--- src/rtl/pkt_pattern_pkg.sv ---
package pkt_pattern_pkg;

  // Bit position that is set in beat 'idx' of the walking-one pattern.
  function automatic int unsigned pattern_bit(int unsigned idx, int unsigned width);
    return idx % width;
  endfunction

  // Next value of a saturating up-counter given its current value and limit.
  function automatic logic [63:0] sat_step(logic [63:0] cur, logic [63:0] limit);
    return (cur == limit) ? cur : cur + 64'd1;
  endfunction

endpackage

--- src/rtl/chk_beat_track.sv ---
module chk_beat_track
  import pkt_pattern_pkg::*;
#(
  parameter int DATA_W    = 64,
  parameter int PKT_BEATS = 16,
  localparam int IDX_W    = $clog2(PKT_BEATS + 1)
) (
  input  logic              clk,
  input  logic              clear,
  input  logic              beat_ok,
  input  logic [DATA_W-1:0] tdata,
  input  logic              tlast,
  output logic              good_ev,
  output logic              err_ev,
  output logic [IDX_W-1:0]  beat_idx
);

  logic [IDX_W-1:0]  idx_q;
  logic              bad_q;
  logic [DATA_W-1:0] exp_word;
  logic              in_range;
  logic              at_final;
  logic              beat_bad;
  logic              pkt_bad;
  logic              end_ev;

  always_comb begin
    in_range = idx_q < IDX_W'(PKT_BEATS);
    at_final = idx_q == IDX_W'(PKT_BEATS - 1);
    exp_word = DATA_W'(1) << pattern_bit(32'(idx_q), DATA_W);
    // In overrun, no comparison is made: the packet is already marked bad.
    beat_bad = !in_range
             || (tdata != exp_word)
             || (tlast && !at_final)
             || (!tlast && at_final);
    pkt_bad  = bad_q || beat_bad;
    end_ev   = beat_ok && tlast && !clear;
    good_ev  = end_ev && !pkt_bad;
    err_ev   = end_ev && pkt_bad;
  end

  always_ff @(posedge clk) begin
    if (clear) begin
      idx_q <= '0;
      bad_q <= 1'b0;
    end else if (beat_ok) begin
      if (tlast) begin
        idx_q <= '0;
        bad_q <= 1'b0;
      end else begin
        idx_q <= in_range ? idx_q + 1'b1 : idx_q;
        bad_q <= pkt_bad;
      end
    end
  end

  assign beat_idx = idx_q;

endmodule

--- config.mk ---
export PLATFORM = sky130hd
export DESIGN_NAME = chk_beat_track
export DESIGN_NICKNAME = d
export VERILOG_FILES = /design/src/rtl/pkt_pattern_pkg.sv /design/src/rtl/chk_beat_track.sv
export SDC_FILE = /design/constraint.sdc
export NUM_CORES = 1
export LEC_CHECK = 0
export CORE_MARGIN = 3
export CORE_UTILIZATION = 40
export CTS_CLUSTER_DIAMETER = 150
export DETAILED_ROUTE_END_ITERATION = 6
export DONT_BUFFER_PORTS = 1
export PLACE_DENSITY = 0.58
export SYNTH_ARGS = -nofsm -noshare
export SYNTH_HDL_FRONTEND = slang
export SYNTH_SLANG_ARGS = --single-unit
--- constraint.sdc ---
create_clock -name clk -period 8.9 [get_ports clk]
set_clock_uncertainty 0.05 [all_clocks]
set_input_delay 1.335 -clock clk [delete_from_list [all_inputs] [get_ports clk]]
set_output_delay 1.335 -clock clk [all_outputs]
set_load 0.02 [all_outputs]
# == Yosys cells after proc, flatten, opt, wreduce, memory -nomap -nowiden ==
# Cells that the tools add are included.
# totals
reg_bits,6
input_bits,68
out_inout_bits,7
wordCells,27
# op_classes
add_sub_neg,1
order_cmp,1
n_eq_ne,2
shifts,1
mux,3
n_reduce_logical,17
# ops
operator,n
64-bit != test,1
"1-bit by 5-bit left shift with 64-bit output, first input constant",1
5-bit 2-to-1 mux,2
1-bit logical AND,6
"5-bit by 1-bit adder with 5-bit output, second input constant",1
"5-bit by 4-bit equality test with 1-bit output, second input constant",1
1-bit zero test,5
"5-bit less-than comparator, second input constant",1
1-bit logical OR,4
2-bit AND reduction,1
2-bit nonzero test,1
1-bit 2-to-1 mux,1

# == Longest topological paths before layout ==
# Gate-level depths: netlist (run 1).
# depth
word_depth,8
depth_mapped,11
depth_no_buf,9

# == Least setup slack after synthesis (run 1) ==
# OpenSTA, ideal clock, no wires.
# synth_timing
kind,input -> output
start,in tdata[47]
end,out good_ev
arrival_ps,3593
required_ps,7515
slack_ps,3922
cell_stages,6
path_buffers,0
path_cell_list,or4_1 a2111o_1 or4_1 nor4_1 nand4_1 nor3_1
# synth_between
elab_chain_cells,7
# synth_lines
item,line_no,text
start: declaration,chk_beat_track.sv:11,"input logic [DATA_W-1:0] tdata,"
64-bit != test,chk_beat_track.sv:33,|| (tdata != exp_word)
1-bit logical OR,chk_beat_track.sv:33,
1-bit logical OR,chk_beat_track.sv:34,|| (tlast && !at_final)
1-bit logical OR,chk_beat_track.sv:35,|| (!tlast && at_final);
1-bit logical OR,chk_beat_track.sv:36,pkt_bad = bad_q || beat_bad;
1-bit zero test,chk_beat_track.sv:38,good_ev = end_ev && !pkt_bad;
1-bit logical AND,chk_beat_track.sv:38,
end: declaration,chk_beat_track.sv:13,"output logic good_ev,"
# No other way between the ends.

# == Worst setup path in the final report (run 1) ==
# Ends and elaborated chain as after synthesis.

==> metrics.cfg, run 1 <==
[run_status]
status = complete, no violations

[critical_path]
crit_type = input pin to primary output
cp.arrival_ns = 3.79
r2r-start = beat_idx[2]$_SDFFE_PP0P_
crit_slowest_cell = nor3_1
required_ns = 7.52
cp_max_fo = 3
worst_setup_path_end_kind = primary output
cp_cell_sequence = or4_1 > a2111o_1 > or4_1 > nor4_1 > nand4_1 > nor3_1
reg2reg_depth = 8
regToRegSetupSlack_ns = 5.97
crit_path_start_kind = input pin
slowest_delay_ns = 0.53
crit_top_cell = or4_1
r2r_end = bad_q$_SDFFE_PP0P_

[min_path]
hp-class = flip-flop to flip-flop
hold_depth = 1
min_to = bad_q$_SDFFE_PP0P_
min_from = bad_q$_SDFFE_PP0P_

[cts]
cts.sinks = 6
htreeDepth = 1
clkLatencyLatePin_ns = 0.24
cts-root-buf = clkbuf_4
clk_pin_slew_ns = 0.04
hold_buffers = 0
cts.repair.resized = 0
cts_buffers = 3
post_cts_buffers = 0
cts_tree = built
clockBufferDepth = 2

[sta]
slew_headroom_pct = 37.78
holdWs_ns = 0.4660
tns_ns = 0
finalSetupViolCount = 0
max_clock_freq_mhz = 193.4
hold_viol = 0
final_max_slew_viol_count = 0
period_share_pct = 58.10
rsz0062_at_grt = false
min_period_ns = 5.171
worstMarginPinSlew_ns = 0.9321
fin_ws_ns = 3.729

[floorplanning]
die_h_um = 60.89
io_pins = 75
rows = 19
die_x_um = 60.89
core_um2 = 2805
dieArea_um2 = 3707
start_util_pct = 42.95

[cells_and_area]
drive_gt1_share_pct = 6.918
n_fill_cell = 295
final_util_pct = 44.34
layout.nets = 236
syn_to_final_growth_pct = 3.219
antenna_cells = 0

[power_and_ir_drop]
p_per_area_nw_per_um2 = 55.95
static-leakage-power_uw = 0.0004097
vdd_drop_max_uv = 68.77

[synth]
ys_dominant_reg_cell = dfxtp_1
yosys_warnings = 0
ys_top_cells_by_area = dfxtp_1 (10%), ha_1 (7.3%), nor4bb_1 (5.0%)
synth_area_per_cell_um2 = 7.347
synth_top_area_share_pct = 9.969
syn_inst = 164
synth_commonest_cells = clkbuf_1 (9), nor2_1 (9), nor4_1 (9), o21ai_0 (9)
async_flop_share_pct = 0
synth_edf_count = 0
synth_cell_types = 50
mappedNetlistArea_um2 = 1205
ys_seq_area_share_pct = 9.969
syn_nets = 239
synth_area_leader_cell = dfxtp_1
ys_seq_elements = 6

[global_route]
grt_pass1_vias = 1231
track_usage_pct = 19.03
grt_max_degree = 42
antenna_found_initial = 0
gr-total-overflow = 0
grt_pass1_wl_um = 5499

[detailed_routing]
route.vias.total = 1296
drtPass1Iterations = 4
route.detailed.drc = 0
wirelength_um = 3518
vias_per_cell = 6.821
drt-initial-drc-count = 55
ant_nets = 0
wl_per_cell_um = 18.52

[placement]
place_hpwl_um = 2792
gp_congestion = 0.8089
port_buffers = 0
dp_worst_setup_slack_ns = 3.718

[job]
maxCapViolations = 0

power by group:
group          total [uW]  leakage (uW)  internal [uW]  switching [uW]
registers            29.0     0.0000488           27.7            1.29
clock network        24.4     0.0000138           15.2            9.20
logic                16.2      0.000347           8.54            7.66
through the flow:
step	std cells	total power [uW]	instance area [um2]
after floorplan	164	42.78	1205
after global placement	187	45.37	1221
after detailed placement	187	45.66	1221
after CTS	190	71.03	1244
after global routing	190	73.91	1244
final	190	69.58	1244
sequential cells by signal, indices dropped and copies added (netlist names):
name,count
beat_idx,5
bad_q,1
cells in the final DEF, fill, tap and decap left out, drive strengths merged, types with 6 or more instances in the layout:
master	count
a21oi	7
nor2	9
nor4	10
o21ai	9
ha	7
nand3	6
nor4bb	6
dfxtp	6
nor3	7
nand4	6
inv	8
logic make-up after synthesis:
family / count (synthesis) / share of synthesized area [%]
muxes: 6 / 6.127
DFF: 6 / 9.969
and+or+nand+nor: 78 / 42.47
AOI/OAI and AO/OA: 42 / 23.47
xor gates and xnor gates: 7 / 5.088
adders and majority gates: 7 / 7.269
buffers and inverters: 18 / 5.607
worst max-delay path by stage:
stage	start	endpoint	slack [ns]
6_report	tdata[47]	good_ev	3.73
5_1_grt	tdata[47]	good_ev	3.62
4_1_cts	tdata[47]	good_ev	3.71
3_5_place_dp	tdata[47]	good_ev	3.72
3_3_place_gp	tdata[47]	good_ev	3.81
2_1_floorplan	tdata[47]	good_ev	3.92
worst max-delay path: cells and delay by family:
kind             cells  cell delay, ns
AND/OR/NAND/NOR      5            2.05
AO/OA/AOI/OAI        1            0.39
area by class of cell:
type	count	area (um2)	area share (%)
multi-input combinational	140	1017	81.79
sequential	6	120.1	9.658
tap	31	38.79	3.119
inverter	8	30.03	2.414
clock buffer	3	22.52	1.811
timing repair buffer	2	15.01	1.207
metal layers:
layer	vias up	wire length [um]	global-route usage [%]
met3	4	304	3.191
met1	593	1429	24.59
met5	-	0	0
met4	0	23	5.882
li1	641	-	-
met2	58	1761	32.21
Note: power is estimated with default switching activity, not from simulation.
==> run 2: changes to the inputs <==
==> constraint.sdc (replaced) <==
create_clock -name clk -period 5.3 [get_ports clk]
set_clock_uncertainty 0.05 [all_clocks]
set_input_delay 0.795 -clock clk [delete_from_list [all_inputs] [get_ports clk]]
set_output_delay 0.795 -clock clk [all_outputs]
set_load 0.02 [all_outputs]
==> run 2 against run 1 <==
Critical endpoint unchanged. Setup slack got worse by 2.6 ns. Clock power rose by 79%. Register-to-register slack got worse by 3.6 ns. Largest power group unchanged. Worst hold slack got worse by 0.0012 ns. Critical path depth rose by 1. Count of clock-buffer cells in the layout did not move. Global-route usage rose by 0.30 points. Utilization rose by 0.27 points. Combinational power rose by 70%. Largest cell class unchanged.
==> metrics.cfg, run 2 (synthesis results as in run 1) <==
[sta]
worstMarginPinSlew_ns = 0.6203  ; -0.3117 ns
hold_viol = 0  ; unchanged
rsz0062_at_grt = false
holdWs_ns = 0.4648  ; -0.001181 ns
max_clock_freq_mhz = 238.6
final_max_slew_viol_count = 0  ; unchanged
finalSetupViolCount = 0  ; unchanged
tns_ns = 0  ; unchanged
min_period_ns = 4.192
period_share_pct = 79.09
slew_headroom_pct = 58.33  ; +21 points

[cells_and_area]
drive_gt1_share_pct = 7.500  ; +0.58 points
largest_reg_flops = 5  ; unchanged
stdcell_area_um2 = 1251  ; +0.60%
layout.nets = 237  ; +0.42%
syn_to_final_growth_pct = 3.842
antenna_cells = 0  ; unchanged
final_util_pct = 44.60  ; +0.27 points
final_cell_mix = o21ai_0 (9), nor2_1 (9), nor4_1 (9)

[floorplanning]
rows = 19  ; unchanged
dieArea_um2 = 3707  ; unchanged
core_um2 = 2805  ; unchanged
io_pins = 75  ; unchanged
die_h_um = 60.89  ; unchanged
die_x_um = 60.89  ; unchanged
start_util_pct = 42.95  ; unchanged

[global_route]
antenna_found_initial = 0  ; unchanged
grt_max_degree = 32  ; -24%
grt_pass1_vias = 1235  ; +0.32%
gr-total-overflow = 0  ; unchanged
grt_pass1_wl_um = 5451  ; -0.87%
track_usage_pct = 19.33  ; +0.30 points

[power_and_ir_drop]
p_per_area_nw_per_um2 = 95.71  ; +71%
vdd_drop_max_uv = 102.5  ; +49%
static-leakage-power_uw = 0.0004151  ; +1.3%

[placement]
port_buffers = 0  ; unchanged
place_hpwl_um = 2913  ; +4.3%
placed_area_um2 = 1229  ; +0.61%
gp_congestion = 0.8037  ; -0.64%

[job]
maxCapViolations = 0  ; unchanged

[cts]
hold_buffers = 0  ; unchanged
post_cts_buffers = 0  ; unchanged
cts_tree = built
cts-root-buf = clkbuf_4
clkLatencyLatePin_ns = 0.25  ; about the same
cts.repair.resized = 0  ; unchanged
clockBufferDepth = 2  ; unchanged
cts_buffers = 3  ; unchanged
clk_pin_slew_ns = 0.05  ; about the same
cts.sinks = 6  ; unchanged
htreeDepth = 1  ; unchanged

[detailed_routing]
drtPass1Iterations = 4  ; unchanged
vias_per_cell = 6.979  ; +2.3%
route.detailed.drc = 0  ; unchanged
drt-initial-drc-count = 60  ; +9.1%
wl_per_cell_um = 18.83  ; +1.7%
route.vias.total = 1333  ; +2.9%
ant_nets = 0  ; unchanged
wirelength_um = 3596  ; +2.2%

[critical_path]
cp_max_fo = 8  ; +5
worst_setup_path_end_kind = primary output
crit_slowest_cell = dfxtp_1
slowest_delay_ns = 0.54  ; about the same
required_ns = 4.45  ; -3.07 ns
crit_type = flip-flop to primary output
cp_cell_sequence = ha_1 > nand4b_1 > a2111o_1 > or4_1 > nor4_1 > nand4_1 > nor3_1
cp.arrival_ns = 3.35  ; -0.44 ns
crit_path_start_kind = flip-flop

[run_status]
status = complete, no violations

[min_path]
hp-class = flip-flop to flip-flop

[run 2: stage by stage]
step / instances / setup WS (ns) / total power, uW
CTS: 191 / 1.074 / 121.5
floorplan: 164 / 1.311 / 71.83
finish: 191 / 1.108 / 119.8
global placement: 188 / 1.304 / 76.31
global route: 191 / 0.8859 / 129.8
detailed placement: 188 / 1.188 / 76.92
[run 2: final timing paths]
path	from	to	slack, ns	cells past startpoint
setup / recovery	beat_idx[0]$_SDFFE_PP0P_	good_ev	1.11	7
hold / removal	bad_q$_SDFFE_PP0P_	bad_q$_SDFFE_PP0P_	0.46	1
setup reg to reg	beat_idx[0]$_SDFFE_PP0P_	bad_q$_SDFFE_PP0P_	2.40	7
hold reg to reg	bad_q$_SDFFE_PP0P_	bad_q$_SDFFE_PP0P_	0.46	1
[run 2: power breakdown]
| part | total, uW | internal, uW | switching [uW] | leakage, uW |
|---|---|---|---|---|
| clock | 43.7 | 25.7 | 17.9 | 0.0000138 |
| sequential | 48.5 | 46.4 | 2.12 | 0.0000488 |
| combinational | 27.6 | 14.4 | 13.2 | 0.000353 |
| total | 120 | 86.5 | 33.3 | 0.000415 |
[run 2: cell type report]
cell class	count	area, um2
clock buffer	3	22.52
sequential	6	120.1
inverter	8	30.03
multi-input combinational	140	1017
timing repair buffer	3	22.52
tap	31	38.79
fill	286	1554
[run 2: worst max-delay path: cells and delay by family (launching register included)]
| kind | cells | cell delay (ns) |
|---|---|---|
| flip-flops | 1 | 0.54 |
| adder cells (fa/ha/maj) | 1 | 0.41 |
| AO/OA/AOI/OAI | 1 | 0.44 |
| AND/OR/NAND/NOR | 5 | 1.71 |
[run 2: metal layers]
metal / GRT usage, % / vias up / routed length, um
li1: - / 645 / -
met1: 23.83 / 618 / 1447
met2: 34.35 / 63 / 1779
met3: 3.191 / 7 / 320
met4: 5.573 / 0 / 48
met5: 0 / - / 0
